**config.mk**
```make
export PLATFORM = sky130hd
export DESIGN_NAME = lookup_viol_unit
export DESIGN_NICKNAME = d
export VERILOG_FILES = /design/src/rtl/lvu_pkg.sv /design/src/rtl/lvu_capture.sv /design/src/rtl/lvu_opctl.sv /design/src/rtl/lvu_readout.sv /design/src/rtl/lookup_viol_unit.sv
export SDC_FILE = /design/constraint.sdc
export NUM_CORES = 1
export LEC_CHECK = 0
export ABC_AREA = 1
export CAP_MARGIN = 40
export CORE_MARGIN = 2
export CORE_UTILIZATION = 45
export DETAILED_ROUTE_END_ITERATION = 6
export PLACE_DENSITY_LB_ADDON = 0.12
export REMOVE_ABC_BUFFERS = 1
export SLEW_MARGIN = 20
export SYNTH_ARGS = -nofsm -noshare
export SYNTH_HDL_FRONTEND = slang
export SYNTH_HIERARCHICAL = 1
export SYNTH_SLANG_ARGS = --single-unit
export TNS_END_PERCENT = 30
```
**constraint.sdc**
```tcl
create_clock -name clk -period 1.6 [get_ports clk]
set_input_delay 0.4 -clock clk [delete_from_list [all_inputs] [get_ports clk]]
set_output_delay 0.4 -clock clk [all_outputs]
set_load 0.02 [all_outputs]
```
**src/rtl/lvu_pkg.sv**
```systemverilog
package lvu_pkg;
  localparam int REG_W = 16;
  localparam int MAC_W = 48;
  localparam int ADDR_W = 3;
  localparam int PV_LSB = 4;

  typedef enum logic [1:0] {
    VK_AGE    = 2'd0,
    VK_MEMBER = 2'd1,
    VK_MISS   = 2'd2,
    VK_FULL   = 2'd3
  } viol_kind_e;

  typedef enum logic [ADDR_W-1:0] {
    RA_OP      = 3'd0,
    RA_DATA    = 3'd1,
    RA_MAC_HI  = 3'd2,
    RA_MAC_MID = 3'd3,
    RA_MAC_LO  = 3'd4
  } reg_addr_e;

  localparam logic [2:0] OPC_GETCLR = 3'b110;
  localparam int BUSY_BIT = 15;
  localparam int OVF_BIT = 3;
endpackage

```
**src/rtl/lvu_capture.sv**
```systemverilog
module lvu_capture
  import lvu_pkg::*;
#(
  parameter int NPORTS = 11,
  parameter int PORT_W = 4
) (
  input  logic              clk,
  input  logic              rst,
  input  logic              ev_valid,
  input  viol_kind_e        ev_kind,
  input  logic [MAC_W-1:0]  ev_mac,
  input  logic [PORT_W-1:0] ev_port,
  input  logic [NPORTS-1:0] ev_pvec,
  input  logic              clr,
  output logic              pend,
  output logic              ovf,
  output viol_kind_e        rec_kind,
  output logic [MAC_W-1:0]  rec_mac,
  output logic [PORT_W-1:0] rec_port,
  output logic [NPORTS-1:0] rec_pvec
);
  // The record is taken when the slot is free, or when the slot is
  // being emptied by get-and-clear in this same cycle.
  logic take;
  assign take = ev_valid && (!pend || clr);

  always_ff @(posedge clk) begin
    if (rst) begin
      pend <= 1'b0;
      ovf  <= 1'b0;
    end else if (clr) begin
      pend <= ev_valid;
      ovf  <= 1'b0;
    end else if (ev_valid) begin
      if (pend) ovf <= 1'b1;
      pend <= 1'b1;
    end
  end

  always_ff @(posedge clk) begin
    if (rst) begin
      rec_kind <= VK_AGE;
      rec_mac  <= '0;
      rec_port <= '0;
      rec_pvec <= '0;
    end else if (take) begin
      rec_kind <= ev_kind;
      rec_mac  <= ev_mac;
      rec_port <= ev_port;
      rec_pvec <= ev_pvec;
    end
  end
endmodule

```
**src/rtl/lvu_opctl.sv**
```systemverilog
module lvu_opctl
  import lvu_pkg::*;
#(
  parameter int OP_LAT = 3
) (
  input  logic        clk,
  input  logic        rst,
  input  logic        wr_en,
  input  logic [ADDR_W-1:0] wr_addr,
  input  logic        wr_busy,
  input  logic [2:0]  wr_opc,
  output logic        busy,
  output logic        done,
  output logic [2:0]  opc_q
);
  localparam int CNT_W = (OP_LAT > 1) ? $clog2(OP_LAT) : 1;
  localparam logic [CNT_W-1:0] CNT_LOAD = CNT_W'(OP_LAT - 1);

  logic [CNT_W-1:0] cnt;
  logic start;

  assign start = wr_en && (wr_addr == RA_OP) && wr_busy &&
                 (wr_opc == OPC_GETCLR) && !busy;
  assign done = busy && (cnt == '0);

  always_ff @(posedge clk) begin
    if (rst) begin
      busy  <= 1'b0;
      cnt   <= '0;
      opc_q <= 3'b000;
    end else if (start) begin
      busy  <= 1'b1;
      cnt   <= CNT_LOAD;
      opc_q <= wr_opc;
    end else if (done) begin
      busy <= 1'b0;
    end else if (busy) begin
      cnt <= cnt - 1'b1;
    end
  end
endmodule

```
**src/rtl/lvu_readout.sv**
```systemverilog
module lvu_readout
  import lvu_pkg::*;
#(
  parameter int NPORTS = 11,
  parameter int PORT_W = 4
) (
  input  logic              clk,
  input  logic              rst,
  input  logic              load,
  input  logic              pend,
  input  logic              ovf,
  input  viol_kind_e        rec_kind,
  input  logic [MAC_W-1:0]  rec_mac,
  input  logic [PORT_W-1:0] rec_port,
  input  logic [NPORTS-1:0] rec_pvec,
  input  logic              busy,
  input  logic [2:0]        opc_q,
  input  logic              rd_en,
  input  logic [ADDR_W-1:0] rd_addr,
  output logic [REG_W-1:0]  rdata
);
  localparam int NKIND = 4;

  logic [NKIND-1:0]  flag_nx;
  logic [NKIND-1:0]  snap_flags;
  logic              snap_ovf;
  logic [MAC_W-1:0]  snap_mac;
  logic [PORT_W-1:0] snap_port;
  logic [NPORTS-1:0] snap_pvec;
  logic [REG_W-1:0]  op_word;
  logic [REG_W-1:0]  data_word;

  // Flag for kind k sits at bit NKIND-1-k of the flag nibble.
  for (genvar k = 0; k < NKIND; k++) begin : g_flag
    assign flag_nx[NKIND-1-k] = pend && (rec_kind == viol_kind_e'(k));
  end

  always_ff @(posedge clk) begin
    if (rst) begin
      snap_flags <= '0;
      snap_ovf   <= 1'b0;
      snap_mac   <= '0;
      snap_port  <= '0;
      snap_pvec  <= '0;
    end else if (load) begin
      snap_flags <= flag_nx;
      snap_ovf   <= pend && ovf;
      snap_mac   <= pend ? rec_mac : '0;
      snap_port  <= pend ? rec_port : '0;
      snap_pvec  <= pend ? rec_pvec : '0;
    end
  end

  always_comb begin
    op_word = '0;
    op_word[BUSY_BIT] = busy;
    op_word[14:12] = opc_q;
    op_word[7:4] = snap_flags;
    op_word[OVF_BIT] = snap_ovf;
    data_word = '0;
    data_word[PORT_W-1:0] = snap_port;
    data_word[PV_LSB +: NPORTS] = snap_pvec;
  end

  always_ff @(posedge clk) begin
    if (rst) begin
      rdata <= '0;
    end else if (rd_en) begin
      case (rd_addr)
        RA_OP:      rdata <= op_word;
        RA_DATA:    rdata <= data_word;
        RA_MAC_HI:  rdata <= snap_mac[47:32];
        RA_MAC_MID: rdata <= snap_mac[31:16];
        RA_MAC_LO:  rdata <= snap_mac[15:0];
        default:    rdata <= '0;
      endcase
    end
  end
endmodule

```
**src/rtl/lookup_viol_unit.sv**
```systemverilog
module lookup_viol_unit
  import lvu_pkg::*;
#(
  parameter int NPORTS = 11,
  parameter int PORT_W = 4,
  parameter int OP_LAT = 3
) (
  input  logic              clk,
  input  logic              rst,
  input  logic              ev_valid,
  input  logic [1:0]        ev_kind,
  input  logic [47:0]       ev_mac,
  input  logic [PORT_W-1:0] ev_port,
  input  logic [NPORTS-1:0] ev_pvec,
  input  logic              reg_wr,
  input  logic              reg_rd,
  input  logic [2:0]        reg_addr,
  input  logic [15:0]       reg_wdata,
  output logic [15:0]       reg_rdata,
  output logic              irq
);
  logic              op_busy;
  logic              op_done;
  logic [2:0]        op_opc;
  logic              cap_pend;
  logic              cap_ovf;
  viol_kind_e        cap_kind;
  logic [MAC_W-1:0]  cap_mac;
  logic [PORT_W-1:0] cap_port;
  logic [NPORTS-1:0] cap_pvec;
  logic              unused_wbits;

  assign unused_wbits = ^reg_wdata[11:0];

  lvu_opctl #(.OP_LAT(OP_LAT)) u_opctl (
    .clk     (clk),
    .rst     (rst),
    .wr_en   (reg_wr),
    .wr_addr (reg_addr),
    .wr_busy (reg_wdata[BUSY_BIT]),
    .wr_opc  (reg_wdata[14:12]),
    .busy    (op_busy),
    .done    (op_done),
    .opc_q   (op_opc)
  );

  lvu_capture #(.NPORTS(NPORTS), .PORT_W(PORT_W)) u_capture (
    .clk      (clk),
    .rst      (rst),
    .ev_valid (ev_valid),
    .ev_kind  (viol_kind_e'(ev_kind)),
    .ev_mac   (ev_mac),
    .ev_port  (ev_port),
    .ev_pvec  (ev_pvec),
    .clr      (op_done),
    .pend     (cap_pend),
    .ovf      (cap_ovf),
    .rec_kind (cap_kind),
    .rec_mac  (cap_mac),
    .rec_port (cap_port),
    .rec_pvec (cap_pvec)
  );

  lvu_readout #(.NPORTS(NPORTS), .PORT_W(PORT_W)) u_readout (
    .clk      (clk),
    .rst      (rst),
    .load     (op_done),
    .pend     (cap_pend),
    .ovf      (cap_ovf),
    .rec_kind (cap_kind),
    .rec_mac  (cap_mac),
    .rec_port (cap_port),
    .rec_pvec (cap_pvec),
    .busy     (op_busy),
    .opc_q    (op_opc),
    .rd_en    (reg_rd),
    .rd_addr  (reg_addr),
    .rdata    (reg_rdata)
  );

  assign irq = cap_pend;
endmodule

```
Word-level counts from Yosys, hierarchy flattened
Index checks and enable logic that the tools add are counted.
- add/sub/neg operators: 1
- eq/ne operators: 9
- multiplexer cells: 11
- bitwise gates (word level): 1
- reductions and logical operators: 25
- operators with widths (kind ; count):
    $pmux W16 S5 ; 1
    $mux W48 ; 1
    $logic_and A1 B1 Y1 ; 11
    $mux W11 ; 1
    $eq A3 B2 Y1 const B ; 2
    $eq A3 B3 Y1 const B ; 2
    $mux W2 ; 3
    $reduce_and A2 Y1 ; 3
    $reduce_bool A2 Y1 ; 3
    $eq A2 B2 Y1 const B ; 2
    $logic_not A2 Y1 ; 2
    $mux W1 ; 4
    $mux W4 ; 1
    $reduce_or A2 Y1 ; 2
    $eq A3 B1 Y1 const B ; 1
    $logic_not A3 Y1 ; 1
    $eq A2 B1 Y1 const B ; 1
    $logic_not A1 Y1 ; 2
    $ne A2 B2 Y1 const B ; 1
    $sub A2 B1 Y2 const B ; 1
    $logic_or A1 B1 Y1 ; 1
    $not A1 Y1 ; 1
- bits in registers: 157
- input bits: 89
- output and inout port bits: 17
- word-level logic and storage cells: 63

Longest topological paths before layout
Gate-level depths: netlist of run 1.
- depth after elaboration: 7
- gate-level depth with buffers: 11
- mapped depth without buffers: 9

By module
The synthesis of run 1 kept the hierarchy.
- modules (own cells, without submodules) (module ; instances ; cells an instance ; area each (um^2) ; sequential area each (um^2)):
    lvu_readout ; 1 ; 487 ; 3636.0 ; 1681.6
    lvu_capture ; 1 ; 436 ; 2996.6 ; 1341.3
    lvu_opctl ; 1 ; 40 ; 284.0 ; 120.1

Worst setup path after synthesis of run 1
Ideal clock, no wire load.
- path type: register -> register
- start point: register u_opctl.cnt[0]
- end point: register u_readout.snap_mac[23]
- setup time: 0.070 ns
- arrival time: 1.346 ns
- required time: 1.530 ns
- setup slack: 0.184 ns
- stages on the path, launching flop included: 10
- path buffers: 2
- clock period less this slack: 1.416 ns
- cell sequence: dfxtp_1 inv_1 ha_1 nand2_1 inv_1 inv_2 buf_2 buf_1 nand2_1 a21oi_1
- word-level cells in the longest chain between the ends: 2
- ends and longest elaborated chain (element ; RTL line ; source):
    start, declared ; lvu_opctl.sv:19 ; logic [CNT_W-1:0] cnt;
    start signal, assigned ; lvu_opctl.sv:38 ; cnt <= cnt - 1'b1;
    $logic_not A2 Y1 ; lvu_opctl.sv:24 ; assign done = busy && (cnt == '0);
    $logic_and A1 B1 Y1 ; lvu_opctl.sv:24 ;
    net op_done ; lookup_viol_unit.sv:23 ; logic op_done;
    end signal, assigned ; lvu_readout.sv:48 ; snap_mac <= pend ? rec_mac : '0;
    end, declared ; lvu_readout.sv:27 ; logic [MAC_W-1:0] snap_mac;
The timed path passes the listed nets, and every way through them passes these cells.
A chain may end at the register's enable or synchronous reset.

Worst setup path after layout of run 1
- start point: register u_readout.rdata[14]
- end point: output port reg_rdata[14]
- RTL lines (element ; RTL line ; source):
    start, declared ; lvu_readout.sv:20 ; output logic [REG_W-1:0] rdata
    start signal, assigned ; lvu_readout.sv:70 ; RA_OP: rdata <= op_word;
    start signal, assigned ; lvu_readout.sv:71 ; RA_DATA: rdata <= data_word;
    start signal, assigned ; lvu_readout.sv:72 ; RA_MAC_HI: rdata <= snap_mac[47:32];
    end, declared ; lookup_viol_unit.sv:19 ; output logic [15:0] reg_rdata,
No word-level cell between the ends.

==> results.cfg, run 1 <==
[status]
outcome = completed

[setup_path]
cp_slowest_stage_delay_ps = 370
critical_path_arrival_ps = 1150
critical_path.top_delay_family = flip-flops
crit_path_max_fanout = 2
worstSetupPathType = reg -> out
worst-path-stages = 1
cp-end-kind = output port
path_cells = dlygate4sd2_1
worstPathRequired_ps = 1200
r2r_end = u_capture/rec_mac[11]
crit_start = u_readout/rdata[14]
startpoint_type = flop
r2r_setup_slack_ps = 100
slowest_stage = dfxtp_1
crit_buf_inv = 1
reg2reg_depth = 10
r2r_start = u_opctl/cnt[0]
endpoint = reg_rdata[14]

[floorplanning]
die_area_sq_um = 16380
rows = 45
fp.coreArea_sq_um = 15090
io_pins = 106
initial_utilization = 0.4584
die_height_microns = 128.0
die_width_microns = 128.0

[detailed_routing]
routed-via-count = 6126
wire_per_inst_microns = 12.93
firstDrtPassIters = 5
met1Wirelength_microns = 8056
met2_length_microns = 7063
drcViolationCount = 0
drtIter0Drc = 486
wl_microns = 16020
wl_met3_microns = 709
viasPerCell = 4.944
ant_nets = 0
top_layer_used = met4

[clock_network]
cts_tree = built
clock_latency_ps = 430
clock_path_buffers = 2
cts.sinks = 157
htree_levels = 4
cts-root-buf = clkbuf_16
ctsHoldBuffers = 0
clk_pin_slew_ps = 60
numCtsBuffers = 17
post_cts_buffers = 0

[timing]
drv_slew = 0
min_period_over_period = 0.9661
hold_violations = 0
finalSetupViolCount = 0
hold_slack_ps = 419.5
setup_ws_ps = 54.17
worst_slew_pin_slew_ps = 452.2
rsz0062_at_grt = true
relSlewSlack = 0.6985
fmax_ghz = 0.6469
period_minus_slack_ps = 1546
skew_ps = 8.462

[power_and_ir_drop]
internal-power_mw = 6.490
p_switching_mw = 2.023
leakage_nw = 3.554
pwr-share-clk = 0.415
powerDensity_nw_per_um2 = 997.9
switching_share = 0.2376
comb_power_share = 0.101
ir_drop_mv = 0.7954
seq_power_share = 0.484

[synthesis]
syn_area_sq_um = 6917
synth_top_area_frac = 0.4544
synth.distinct_cells = 29
ys_top_cells_by_area = dfxtp_1 45%, nand2_1 12%, a21oi_1 11%
post-synth-top-area-cell = dfxtp_1
synth_cells = 963
yosys_warnings = 6
avgSynthCellArea_sq_um = 7.182
ys_ff_latch = 157
ys_seq_area_frac = 0.4544

[cells_and_area]
n_antenna_cell = 0
fin_util = 0.5653
drive_gt1_frac = 0.07992
fin_nets = 1130
num-fill-cells = 1515
final_cell_mix = 222 x nand2_1, 157 x dfxtp_1, 152 x a21oi_1, 118 x nand3_1, 106 x inv_1
final_common_cell = nand2_1
syn_to_final_growth_pct = 23.34

[job]
maxCapViolations = 0

[grt]
grt_pass1_vias = 5386
grt_overflow_total = 0
antenna_found_initial = 0
grt_first_pass_wirelength_microns = 26710
grt_util_all_layers = 0.2025
grt_max_degree = 92

[hold_path]
hp-class = in -> reg

[placement]
place_ws_ps = -478.2
gp_congestion = 0.8317
dp_hpwl_microns = 10450
io_buffer_count = 93
==> Yosys cell counts, drive strengths merged <==
cell and count:
buf 46, nor2 73, a21o 1, ha 1, nand2 224, clkinv 1
nand4 9, a21oi 153, inv 110, xor2 1, nand3 121, a32oi 1
o21ai 31, dlymetal6s2s 2, clkbuf 23, dfxtp 157, o21bai 8, dlygate4sd1 1
==> cells by family after synthesis <==
family                     after synthesis  synth area share
AOI/OAI and AO/OA                      194            0.1442
xor gates and xnor gates                 1          0.001267
adders and majority gates                1          0.001809
buffers and inverters                  183            0.1331
DFF                                    157            0.4544
and+or+nand+nor                        427            0.2652
==> area by class of cell <==
class                   count  area (sq um)  share of cell area
inverters                 111         416.7             0.04884
flip-flops and latches    157          3143              0.3684
repair buffers            128          1328              0.1556
clock buffers              23         467.9             0.05485
well taps                 188         235.2             0.02757
multi-input cells         625          2898              0.3397
clock inverters             7         42.54            0.004987
==> registers in the layout, indices dropped and copies added, names as in the netlist, 4 cells and up <==
name,count
u_readout/snap_pvec,11
u_readout/snap_mac,48
u_readout/snap_port,4
u_readout/rdata,16
u_capture/rec_pvec,11
u_capture/rec_mac,48
u_capture/rec_port,4
u_readout/snap_flags,4
==> through the flow <==
step	power [mW]	instances	instance area, sq um	setup TNS (ps)
after floorplan	4.557	891	6412	-41750
after global placement	5.051	1207	8001	-6930
after detailed placement	5.057	1207	8001	-7295
after CTS	8.580	1237	8491	-12.63
after global routing	8.864	1239	8531	-239.9
final	8.513	1239	8531	0
==> worst min path at each step <==
stage,from,end,cells past startpoint
6_report,ev_valid,u_capture/rec_mac[36],3
5_1_grt,ev_valid,u_capture/rec_pvec[1],4
4_1_cts,ev_valid,u_capture/rec_mac[20],4
3_5_place_dp,u_opctl/opc_q[0],u_opctl/opc_q[0],2
3_3_place_gp,u_opctl/opc_q[0],u_opctl/opc_q[0],2
2_1_floorplan,u_opctl/opc_q[0],u_opctl/opc_q[0],2
==> power groups by stage <==
stage	logic, mW	clock network [mW]	registers, mW
detailed placement	0.855	0	4.20
global route	0.965	3.77	4.13
global placement	0.851	0	4.20
CTS	0.856	3.61	4.12
finish	0.859	3.54	4.12
floorplan	0.370	0	4.19
==> tightest hold or removal path, cell delays in order <==
cell and delay, ps:
buf_4 190, a21oi_1 160, nor2_1 50
==> routing by layer <==
layer,track usage,vias to the layer above
li1,-,3236
met3,0.04466,15
met2,0.3048,120
met1,0.2899,2755
met4,0.06335,0
met5,0,-
==> what timing repair did <==
action / 4_1_cts / 5_1_grt
gates resized for setup: 20 / 7
hold endpoints to repair: 0 / 0
setup endpoints to repair: 20 / 31
gates cloned: 0 / 2
pin swaps: 0 / 1
No activity file was read; power rests on OpenSTA's default activity.
==> inputs of run 2 (changes only) <==
--- a/config.mk
+++ b/config.mk
@@ -9,6 +9,7 @@
 export CAP_MARGIN = 40
 export CORE_MARGIN = 2
 export CORE_UTILIZATION = 45
+export CTS_BUF_LIST = sky130_fd_sc_hd__clkbuf_16
 export DETAILED_ROUTE_END_ITERATION = 6
 export PLACE_DENSITY_LB_ADDON = 0.12
 export REMOVE_ABC_BUFFERS = 1
==> run 2 against run 1 <==
Effect of this change: critical path depth did not move; clock power decreased by 3%; critical endpoint unchanged; global-route usage increased by 0.14 points; cell area is 0.32% lower; non-clock buffer count stayed put; critical path type unchanged; maximum frequency about the same; cell count unchanged; count of clock-buffer cells in the layout is 6 lower; combinational power barely moved; largest cell class unchanged; first-iteration DRC count increased by 10%.
==> results.cfg, run 2 (synthesis gave the netlist of run 1 again) <==
[placement]
io_buffer_count = 93
placed_cells_incl_taps = 1207
dp_hpwl_microns = 10450
postPlaceCellArea_sq_um = 8001
gp_congestion = 0.8317

[detailed_routing]
wl_microns = 16080
drcViolationCount = 0
wire_per_inst_microns = 12.98
ant_nets = 0
viasPerCell = 4.944
routed-via-count = 6125
drtIter0Drc = 537
firstDrtPassIters = 5

[grt]
antenna_found_initial = 0
grt_overflow_total = 0
grt_pass1_vias = 5389
grt_util_all_layers = 0.2039
grt_max_degree = 92
grt_first_pass_wirelength_microns = 26810

[timing]
finalSetupTns_ps = 0
min_period_over_period = 0.9667
drv_slew = 0
skew_ps = 8.256
fmax_ghz = 0.6465
rsz0062_at_grt = true
worst_slew_pin_slew_ps = 436.0
hold_slack_ps = 417.2
hold_violations = 0
relSlewSlack = 0.7093
period_minus_slack_ps = 1547
finalSetupViolCount = 0

[setup_path]
worstSetupPathType = reg -> out
critical_path.top_delay_family = flip-flops
cp_slowest_stage_delay_ps = 370
cp-end-kind = output port
critical_path_arrival_ps = 1150
slowest_stage = dfxtp_1
startpoint_type = flop
path_cells = dlygate4sd2_1
worstPathRequired_ps = 1200
crit_buf_inv = 1
crit_path_max_fanout = 2

[floorplanning]
initial_utilization = 0.4584
die_width_microns = 128.0
fp.coreArea_sq_um = 15090
rows = 45
io_pins = 106
die_height_microns = 128.0
die_area_sq_um = 16380

[clock_network]
cts_tree = built
cts.sinks = 157
cts-root-buf = clkbuf_16
clock_path_buffers = 2
ctsHoldBuffers = 0
numCtsBuffers = 17
clock_latency_ps = 430
htree_levels = 4
post_cts_buffers = 0
clk_pin_slew_ps = 60

[cells_and_area]
fin_nets = 1130
fin_cells = 1239
n_antenna_cell = 0
num-fill-cells = 1524
final_common_cell = nand2_1
fin_util = 0.5635
syn_to_final_growth_pct = 22.94
drive_gt1_frac = 0.07612
final_cell_mix = 222 x nand2_1, 157 x dfxtp_1, 152 x a21oi_1, 118 x nand3_1, 110 x inv_1
stdcell_area_sq_um = 8503
largestRegisters = u_capture/rec_mac x48, u_readout/snap_mac x48, u_readout/rdata x16

[power_and_ir_drop]
leakage_nw = 3.555
powerDensity_nw_per_um2 = 987.7
ir_drop_mv = 0.8062

[status]
outcome = completed

[job]
maxCapViolations = 0

[hold_path]
hp-class = in -> reg
==> run 2: changes by cell type in the layout (fill, tap and decap cells not counted), sizes merged <==
| cell | previous run | this run |
|---|---|---|
| clkbuf | 23 | 17 |
| inv | 110 | 114 |
| clkinv | 8 | 10 |
==> run 2: final cells by class <==
cell class / instances / area (sq um) / area share
multi-input combinational: 625 / 2890 / 0.3399
timing repair buffer: 128 / 1328 / 0.1561
clock inverter: 13 / 65.06 / 0.007652
inverter: 111 / 416.7 / 0.04900
tap: 188 / 235.2 / 0.02766
sequential: 157 / 3143 / 0.3696
clock buffer: 17 / 425.4 / 0.05003
==> run 2: per-layer routing <==
metal / global-route usage / vias up / part of all wire
met3: 0.05217 / 15 / 0.041
met5: 0 / - / 0
met1: 0.2912 / 2749 / 0.51
li1: - / 3235 / -
met4: 0.05947 / 0 / 0.012
met2: 0.3045 / 126 / 0.44
==> run 2: what timing repair did <==
item | CTS | global route
resized for setup | 20 | 5
cloned | 0 | 2
endpoints found under the setup margin | 20 | 32
endpoints found under the hold margin | 0 | 0
pin swaps | 0 | 2
==> run 2: worst reg2reg max path: stages, from the launching register on <==
cell     delay [ps]
dfxtp_1         290
inv_1            80
ha_1            170
nand2_1          50
inv_1           100
inv_1            80
nand2_4         160
buf_12          220
nand3_1         130
nand2_1          80
nor2_1           40
==> run 2: where the power goes <==
group / switching (mW) / internal, mW / total (mW)
Clock: 1.51 / 1.91 / 3.42
Sequential: 0.0700 / 4.05 / 4.12
Combinational: 0.449 / 0.408 / 0.857
==> run 2: metrics by stage <==
stage / setup WS [ps] / power, mW
after floorplan: -634.4 / 4.557
after global placement: -479.7 / 5.051
after detailed placement: -478.2 / 5.057
after CTS: -5.655 / 8.469
after global routing: -48.99 / 8.757
final: 53.21 / 8.398
==> run 2: path summary, 6_finish.rpt <==
| path | startpoint | endpoint | slack, ps | cells past startpoint |
|---|---|---|---|---|
| worst min register to register | u_opctl/opc_q[0] | u_opctl/opc_q[0] | 440 | 2 |
| worst min-delay path | ev_valid | u_capture/rec_mac[36] | 420 | 3 |
| worst max register to register | u_opctl/cnt[0] | u_capture/rec_mac[11] | 100 | 10 |
| worst max-delay path | u_readout/rdata[14] | reg_rdata[14] | 50 | 1 |
==> inputs of run 3 (changes only) <==
--- a/config.mk
+++ b/config.mk
@@ -10,6 +10,7 @@
 export CORE_MARGIN = 2
 export CORE_UTILIZATION = 45
 export CTS_BUF_LIST = sky130_fd_sc_hd__clkbuf_16
+export CTS_CLUSTER_DIAMETER = 100
 export DETAILED_ROUTE_END_ITERATION = 6
 export PLACE_DENSITY_LB_ADDON = 0.12
 export REMOVE_ABC_BUFFERS = 1
==> results of run 3 <==
Final layout, timing and power as in run 2 (identical DEF).
